File: src/rtl/task_pc_pkg.sv
package task_pc_pkg;
  localparam int NT    = 4;
  localparam int TID_W = $clog2(NT);
  typedef logic [TID_W-1:0] tid_t;
endpackage

File: src/rtl/slot_seq.sv
module slot_seq import task_pc_pkg::*; #(
  parameter int SLOTS = 16
) (
  input  logic                   clk_i,
  input  logic                   rst_ni,
  input  logic                   wr_i,
  input  logic [SLOTS*TID_W-1:0] tab_i,
  output tid_t                   task_o
);
  localparam int IDX_W = $clog2(SLOTS);

  logic [SLOTS-1:0][TID_W-1:0] tbl_q;
  logic [IDX_W-1:0]            idx_q;

  always_ff @(posedge clk_i or negedge rst_ni) begin
    if (!rst_ni) begin
      tbl_q <= '0;
      idx_q <= '0;
    end else if (wr_i) begin
      tbl_q <= tab_i;
      idx_q <= '0;
    end else begin
      idx_q <= (idx_q == IDX_W'(SLOTS-1)) ? '0 : idx_q + 1'b1;
    end
  end

  assign task_o = tbl_q[idx_q];
endmodule

File: src/rtl/occ_track.sv
module occ_track import task_pc_pkg::*; #(
  parameter int PIPE_D = 4,
  parameter int CNT_W  = 3
) (
  input  logic                      clk_i,
  input  logic                      rst_ni,
  input  tid_t                      issue_i,
  output logic [NT-1:0][CNT_W-1:0]  cnt_o,
  output logic [NT-1:0]             drained_o
);
  logic [PIPE_D-1:0]            stg_v;
  logic [PIPE_D-1:0][TID_W-1:0] stg_tk;

  // shadow of the core pipeline: which task sits in each stage
  always_ff @(posedge clk_i or negedge rst_ni) begin
    if (!rst_ni) begin
      stg_v  <= '0;
      stg_tk <= '0;
    end else begin
      stg_v  <= {stg_v[PIPE_D-2:0], 1'b1};
      stg_tk <= {stg_tk[PIPE_D-2:0], issue_i};
    end
  end

  for (genvar t = 0; t < NT; t++) begin : g_cnt
    logic inc, dec;
    logic [CNT_W-1:0] cnt_q;
    assign inc = (issue_i == TID_W'(t));
    assign dec = stg_v[PIPE_D-1] && (stg_tk[PIPE_D-1] == TID_W'(t));
    always_ff @(posedge clk_i or negedge rst_ni) begin
      if (!rst_ni) cnt_q <= '0;
      else         cnt_q <= cnt_q + CNT_W'(inc) - CNT_W'(dec);
    end
    assign cnt_o[t]     = cnt_q;
    assign drained_o[t] = (cnt_q == '0);
  end
endmodule

File: src/rtl/pc_bank.sv
module pc_bank import task_pc_pkg::*; #(
  parameter int PC_W = 16
) (
  input  logic                    clk_i,
  input  logic                    rst_ni,
  input  tid_t                    issue_i,
  input  logic [NT-1:0]           drained_i,
  input  logic                    jump_i,
  input  tid_t                    jump_task_i,
  input  logic [PC_W-1:0]         jump_addr_i,
  input  logic                    pause_i,
  input  tid_t                    pause_task_i,
  input  logic [PC_W-1:0]         pause_addr_i,
  input  logic                    resume_i,
  input  tid_t                    resume_task_i,
  input  logic                    resume_wait_i,
  output logic [NT-1:0][PC_W-1:0] pc_o,
  output logic [NT-1:0]           pend_o
);
  for (genvar t = 0; t < NT; t++) begin : g_task
    logic hit_j, hit_p, hit_r, issued, pend_eff, fire;
    logic [PC_W-1:0] pc_q, pc_d;
    logic pend_q;

    assign hit_j    = jump_i   && (jump_task_i   == TID_W'(t));
    assign hit_p    = pause_i  && (pause_task_i  == TID_W'(t));
    assign hit_r    = resume_i && (resume_task_i == TID_W'(t));
    assign issued   = (issue_i == TID_W'(t));
    assign pend_eff = pend_q | (hit_r & resume_wait_i);
    // deferred step fires only once the task is out of the pipe and starved this cycle
    assign fire     = ~hit_j & ~hit_p &
                      ((hit_r & ~resume_wait_i) | (pend_eff & drained_i[t] & ~issued));

    always_comb begin
      if (hit_j)      pc_d = jump_addr_i;
      else if (hit_p) pc_d = pause_addr_i;
      else            pc_d = pc_q + PC_W'(issued) + PC_W'(fire);
    end

    always_ff @(posedge clk_i or negedge rst_ni) begin
      if (!rst_ni) begin
        pc_q   <= '0;
        pend_q <= 1'b0;
      end else begin
        pc_q   <= pc_d;
        pend_q <= hit_j ? 1'b0 : (pend_eff & ~fire);
      end
    end

    assign pc_o[t]   = pc_q;
    assign pend_o[t] = pend_q;
  end
endmodule

File: src/rtl/task_pc_ctrl.sv
module task_pc_ctrl import task_pc_pkg::*; #(
  parameter int PC_W   = 16,
  parameter int DST_W  = 8,
  parameter int DAT_W  = 32,
  parameter int SLOTS  = 16,
  parameter int PIPE_D = 4
) (
  input  logic                   clk_i,
  input  logic                   rst_ni,
  input  logic                   slot_wr_i,
  input  logic [SLOTS*TID_W-1:0] slot_tab_i,
  input  logic                   jump_i,
  input  logic [TID_W-1:0]       jump_task_i,
  input  logic [PC_W-1:0]        jump_addr_i,
  input  logic                   pause_i,
  input  logic [TID_W-1:0]       pause_task_i,
  input  logic [PC_W-1:0]        pause_addr_i,
  input  logic [DST_W-1:0]       pause_dst_i,
  input  logic [DAT_W-1:0]       pause_val_i,
  input  logic                   resume_i,
  input  logic [TID_W-1:0]       resume_task_i,
  input  logic                   resume_wait_i,
  output logic [TID_W-1:0]       fetch_task_o,
  output logic [PC_W-1:0]        fetch_pc_o,
  output logic                   post_we_o,
  output logic [DST_W-1:0]       post_dst_o,
  output logic [DAT_W-1:0]       post_val_o,
  output logic [NT-1:0]          drained_o,
  output logic [NT-1:0]          resume_pend_o
);
  localparam int CNT_W = $clog2(PIPE_D+1);

  tid_t                    issue_task;
  logic [NT-1:0][PC_W-1:0] pcs;
  logic [NT-1:0][CNT_W-1:0] inflight;
  logic [NT-1:0]           pend;

  slot_seq #(.SLOTS(SLOTS)) u_seq (
    .clk_i, .rst_ni, .wr_i(slot_wr_i), .tab_i(slot_tab_i), .task_o(issue_task)
  );

  occ_track #(.PIPE_D(PIPE_D), .CNT_W(CNT_W)) u_occ (
    .clk_i, .rst_ni, .issue_i(issue_task), .cnt_o(inflight), .drained_o(drained_o)
  );

  pc_bank #(.PC_W(PC_W)) u_pcs (
    .clk_i, .rst_ni, .issue_i(issue_task), .drained_i(drained_o),
    .jump_i, .jump_task_i, .jump_addr_i,
    .pause_i, .pause_task_i, .pause_addr_i,
    .resume_i, .resume_task_i, .resume_wait_i,
    .pc_o(pcs), .pend_o(pend)
  );

  always_ff @(posedge clk_i or negedge rst_ni) begin
    if (!rst_ni) begin
      post_we_o  <= 1'b0;
      post_dst_o <= '0;
      post_val_o <= '0;
    end else begin
      post_we_o  <= pause_i;
      post_dst_o <= pause_dst_i;
      post_val_o <= pause_val_i;
    end
  end

  assign fetch_task_o  = issue_task;
  assign fetch_pc_o    = pcs[issue_task];
  assign resume_pend_o = pend;
endmodule

File: config.mk
export PLATFORM = sky130hd
export DESIGN_NAME = task_pc_ctrl
export DESIGN_NICKNAME = d
export VERILOG_FILES = /design/src/rtl/task_pc_pkg.sv /design/src/rtl/slot_seq.sv /design/src/rtl/occ_track.sv /design/src/rtl/pc_bank.sv /design/src/rtl/task_pc_ctrl.sv
export SDC_FILE = /design/constraint.sdc
export NUM_CORES = 1
export LEC_CHECK = 0
export ABC_AREA = 1
export CORE_MARGIN = 2
export CORE_UTILIZATION = 55
export CTS_BUF_LIST = sky130_fd_sc_hd__clkbuf_4 sky130_fd_sc_hd__clkbuf_8
export DETAILED_ROUTE_END_ITERATION = 8
export DONT_BUFFER_PORTS = 1
export GPL_ROUTABILITY_DRIVEN = 0
export GPL_TIMING_DRIVEN = 1
export HOLD_SLACK_MARGIN = 0.05
export PLACE_DENSITY = 0.68
export SLEW_MARGIN = 20
export SYNTH_ARGS = -nofsm -noshare
export SYNTH_HDL_FRONTEND = slang
export SYNTH_SLANG_ARGS = --single-unit
File: constraint.sdc
create_clock -name clk_i -period 3.5 [get_ports clk_i]
set_input_delay 0.525 -clock clk_i [delete_from_list [all_inputs] [get_ports clk_i]]
set_output_delay 0.525 -clock clk_i [all_outputs]
set_load 0.02 [all_outputs]
==> reports/metrics.csv <==
stage,metric,value,unit
power,ir_drop,0.2864,mV
status,violations,negative hold slack,
synth,ys_warn_count,0,
clock_network,cts-root-buf,clkbuf_8,
clock_network,cts_tree,yes,
status,outcome,"finished, violations left",
routing,route.vias.total,7219,
timing,hold_viol,169,
power,total_power,0.005722,W
timing,finalSetupViolations,0,
routing,wl_per_cell,17.09,µm
grt,grt_pass1_vias,6512,
grt,grt_usage,27.15,%
clock_network,cts.reportedPaths.clkPinSlew,100,ps
timing,timing.final.ws_setup,209.9,ps
grt,grt_max_degree,170,
layout,final_core_util,63.40,%
timing,finalClockSkew,14.28,ps
synth,synth_cells,1065,
grt,grt_first_pass_wirelength,34810,µm
clock_network,cts_inserted_buffers,17,
job,max-cap-violations,0,
critical_path,crit_type,flip-flop to flip-flop,
synth,ys_seq_area_share,48.75,%
synth,synth.distinct_cells,43,
place,placed_area,0.008987,mm²
floorplanning,core,0.01531,mm²
clock_network,clock_latency,470,ps
routing,routed_wl,22690,µm
synth,synth_seq_cells,169,
floorplanning,dieArea,0.01679,mm²
routing,drt_pass1_iterations,7,
synth,synth_top_area_cell,dfrtp_1,
synth,synth_top_area_share,48.75,%
place,hpwl,16660,µm
timing,period_share,94.00,%
synth,synth_nets,1203,
critical_path,startpoint_type,flip-flop,
timing,rsz0062_at_grt,true,
timing,max_freq,303.9,MHz
grt,globalRoute.totalOverflow,0,
layout,final_cells,1328,
layout,fin_nets,1242,
layout,diodes,0,
layout,final_common_cell,nand2_1,
clock_network,cts_buffer_depth,2,
grt,antenna_found_initial,0,
critical_path,crit_required,3840,ps
place,place_ws,-28.79,ps
synth,syn_avg_cell_area,8.145,µm²
layout,final_area,0.009709,mm²
layout,fill_cells,1358,
floorplanning,start_util,56.64,%
synth,synth_area,0.008675,mm²
routing,drc,0,
clock_network,numClockSinks,169,
clock_network,htree_num_levels,4,
floorplanning,die_h,129.6,µm
floorplanning,pin_count,184,
layout,area_growth,11.93,%
power,p_per_area,589.3,mW/mm²
critical_path,endpoint_kind,flip-flop,
timing,slew_headroom,66.21,%
routing,ant_nets,0,
place,dp_cells,1271,
place,io_buffers,0,
hold_path,min_path_type,input pin to async pin,
routing,vias_per_cell,5.436,
layout,drive_above_1_share,10.03,%
timing,worstMarginPinSlew,503.7,ps
critical_path,worstPathMaxFanout,11,
synth,synthTopCellsByArea,"dfrtp_1 49%, nand2_1 12%, inv_1 5.4%, o21ai_0 5.1%, a21oi_1 3.8%",
timing,whs,-267.0,ps
floorplanning,die_width,129.6,µm
timing,slew_violations,0,
critical_path,crit_arrival,3630,ps
routing,drtIter0Drc,578,
layout,layout_common_cells,"273 x nand2_1, 168 x dfrtp_1, 125 x inv_1",
power,p_leak,4.713,nW
timing,period_minus_slack,3290,ps
floorplanning,rows,45,
-- flip-flops by register name, summed over array words and instances (netlist names) --
| signal | count |
|---|---|
| u_seq.tbl_q | 32 |
| u_pcs.g_task.pend_q | 4 |
| u_occ.stg_v | 4 |
| post_val_o | 32 |
| u_seq.idx_q | 4 |
| post_dst_o | 8 |
| post_we_o | 1 |
| u_occ.stg_tk | 8 |
| u_occ.g_cnt.cnt_q | 12 |
| u_pcs.g_task.pc_q | 64 |
-- worst max-delay path: stages, from the launching register on --
cell,delay [ps]
dfrtp_2,480
buf_6,170
nor2_1,120
nor2_1,60
nor2_1,130
nand2_2,100
nand2_8,150
inv_1,70
nand2_2,90
nand2_1,60
nand2_1,70
nand2_1,70
fa_2,370
inv_1,70
ha_2,190
nand3_2,90
nor3_2,120
buf_4,140
nand2_1,70
nor2_2,130
inv_1,70
o21ai_1,120
nand3_1,80
nand2_1,80
o21ai_0,70
-- worst paths after layout --
kind | start | end | slack, ps | cells past startpoint
max | u_seq.idx_q[0]$_DFF_PN0_ | u_pcs.g_task[2].pc_q[10]$_DFF_PN0_ | 210 | 24
min | rst_ni | u_pcs.g_task[2].pc_q[15]$_DFF_PN0_ | -270 | 0
max reg2reg | u_seq.idx_q[0]$_DFF_PN0_ | u_pcs.g_task[2].pc_q[10]$_DFF_PN0_ | 210 | 24
min reg2reg | u_occ.stg_v[1]$_DFF_PN0_ | u_occ.stg_v[2]$_DFF_PN0_ | 350 | 0
max in group asynchronous | rst_ni | u_seq.idx_q[0]$_DFF_PN0_ | 3500 | 0
min in group clk_i | pause_val_i[7] | post_val_o[7]$_DFF_PN0_ | 80 | 0
-- cell type report --
class | count | area [µm²] | area share (%)
clock inverter | 15 | 152.6 | 1.572
inverter | 136 | 520.5 | 5.361
sequential | 169 | 4230 | 43.57
tap | 211 | 264.0 | 2.719
clock buffer | 17 | 234.0 | 2.410
timing repair buffer | 57 | 495.5 | 5.103
multi-input combinational | 723 | 3812 | 39.27
-- where the power goes --
part	internal (W)	leakage (nW)	total, W	switching, W
registers	0.00233	2.00	0.00271	0.000376
logic	0.000648	2.52	0.00166	0.00101
clock network	0.000533	0.193	0.00136	0.000823
total	0.00351	4.71	0.00572	0.00221
-- per-stage QoR --
stage	hold WS, ps	TNS (ps)
after floorplan	229.4	0
after global placement	232.5	0
after detailed placement	232.7	-28.79
after CTS	-280.7	0
after global routing	-287.9	-84.61
final	-267.0	0
-- metal layers --
| metal | share of wire, % | GRT usage, % | up-vias |
|---|---|---|---|
| li1 | - | - | 3503 |
| met1 | 44 | 38.65 | 3357 |
| met2 | 46 | 41.58 | 328 |
| met3 | 8.3 | 5.863 | 31 |
| met4 | 1.8 | 8.855 | 0 |
| met5 | 0 | 0 | - |
-- synthesized netlist by cell type (all sizes together) --
master	number
nand2	284
dfrtp	169
inv	133
o21ai	96
nor2	84
a21oi	65
nand3	56
clkbuf	25
nor3	20
nand4	19
xor2	19
xnor2	15
ha	13
buf	12
a31oi	10
fa	8
o211ai	7
a22oi	5
and2	3
clkinv	3
or2	3
nand3b	2
o21a	2
o21bai	2
o221ai	2
o22ai	2
a21o	1
a2bb2oi	1
a31o	1
a41o	1
conb	1
nor3b	1
-- cell families after synthesis --
family / synth area share (%)
AND/OR/NAND/NOR: 23.70
AO/OA/AOI/OAI: 12.14
adder cells (fa/ha/maj): 3.721
other: 0.04323
buffers and inverters: 8.207
XOR/XNOR: 3.433
flip-flops: 48.75
-- what timing repair did --
action / CTS / global route
endpoints found under the hold margin: 172 / 190
resized for setup: 2 / 26
pin swaps: 0 / 3
hold buffers: 3 / 21
setup endpoints to repair: 1 / 16
setup buffers: 0 / 1
(Power assumes the default switching activity.)
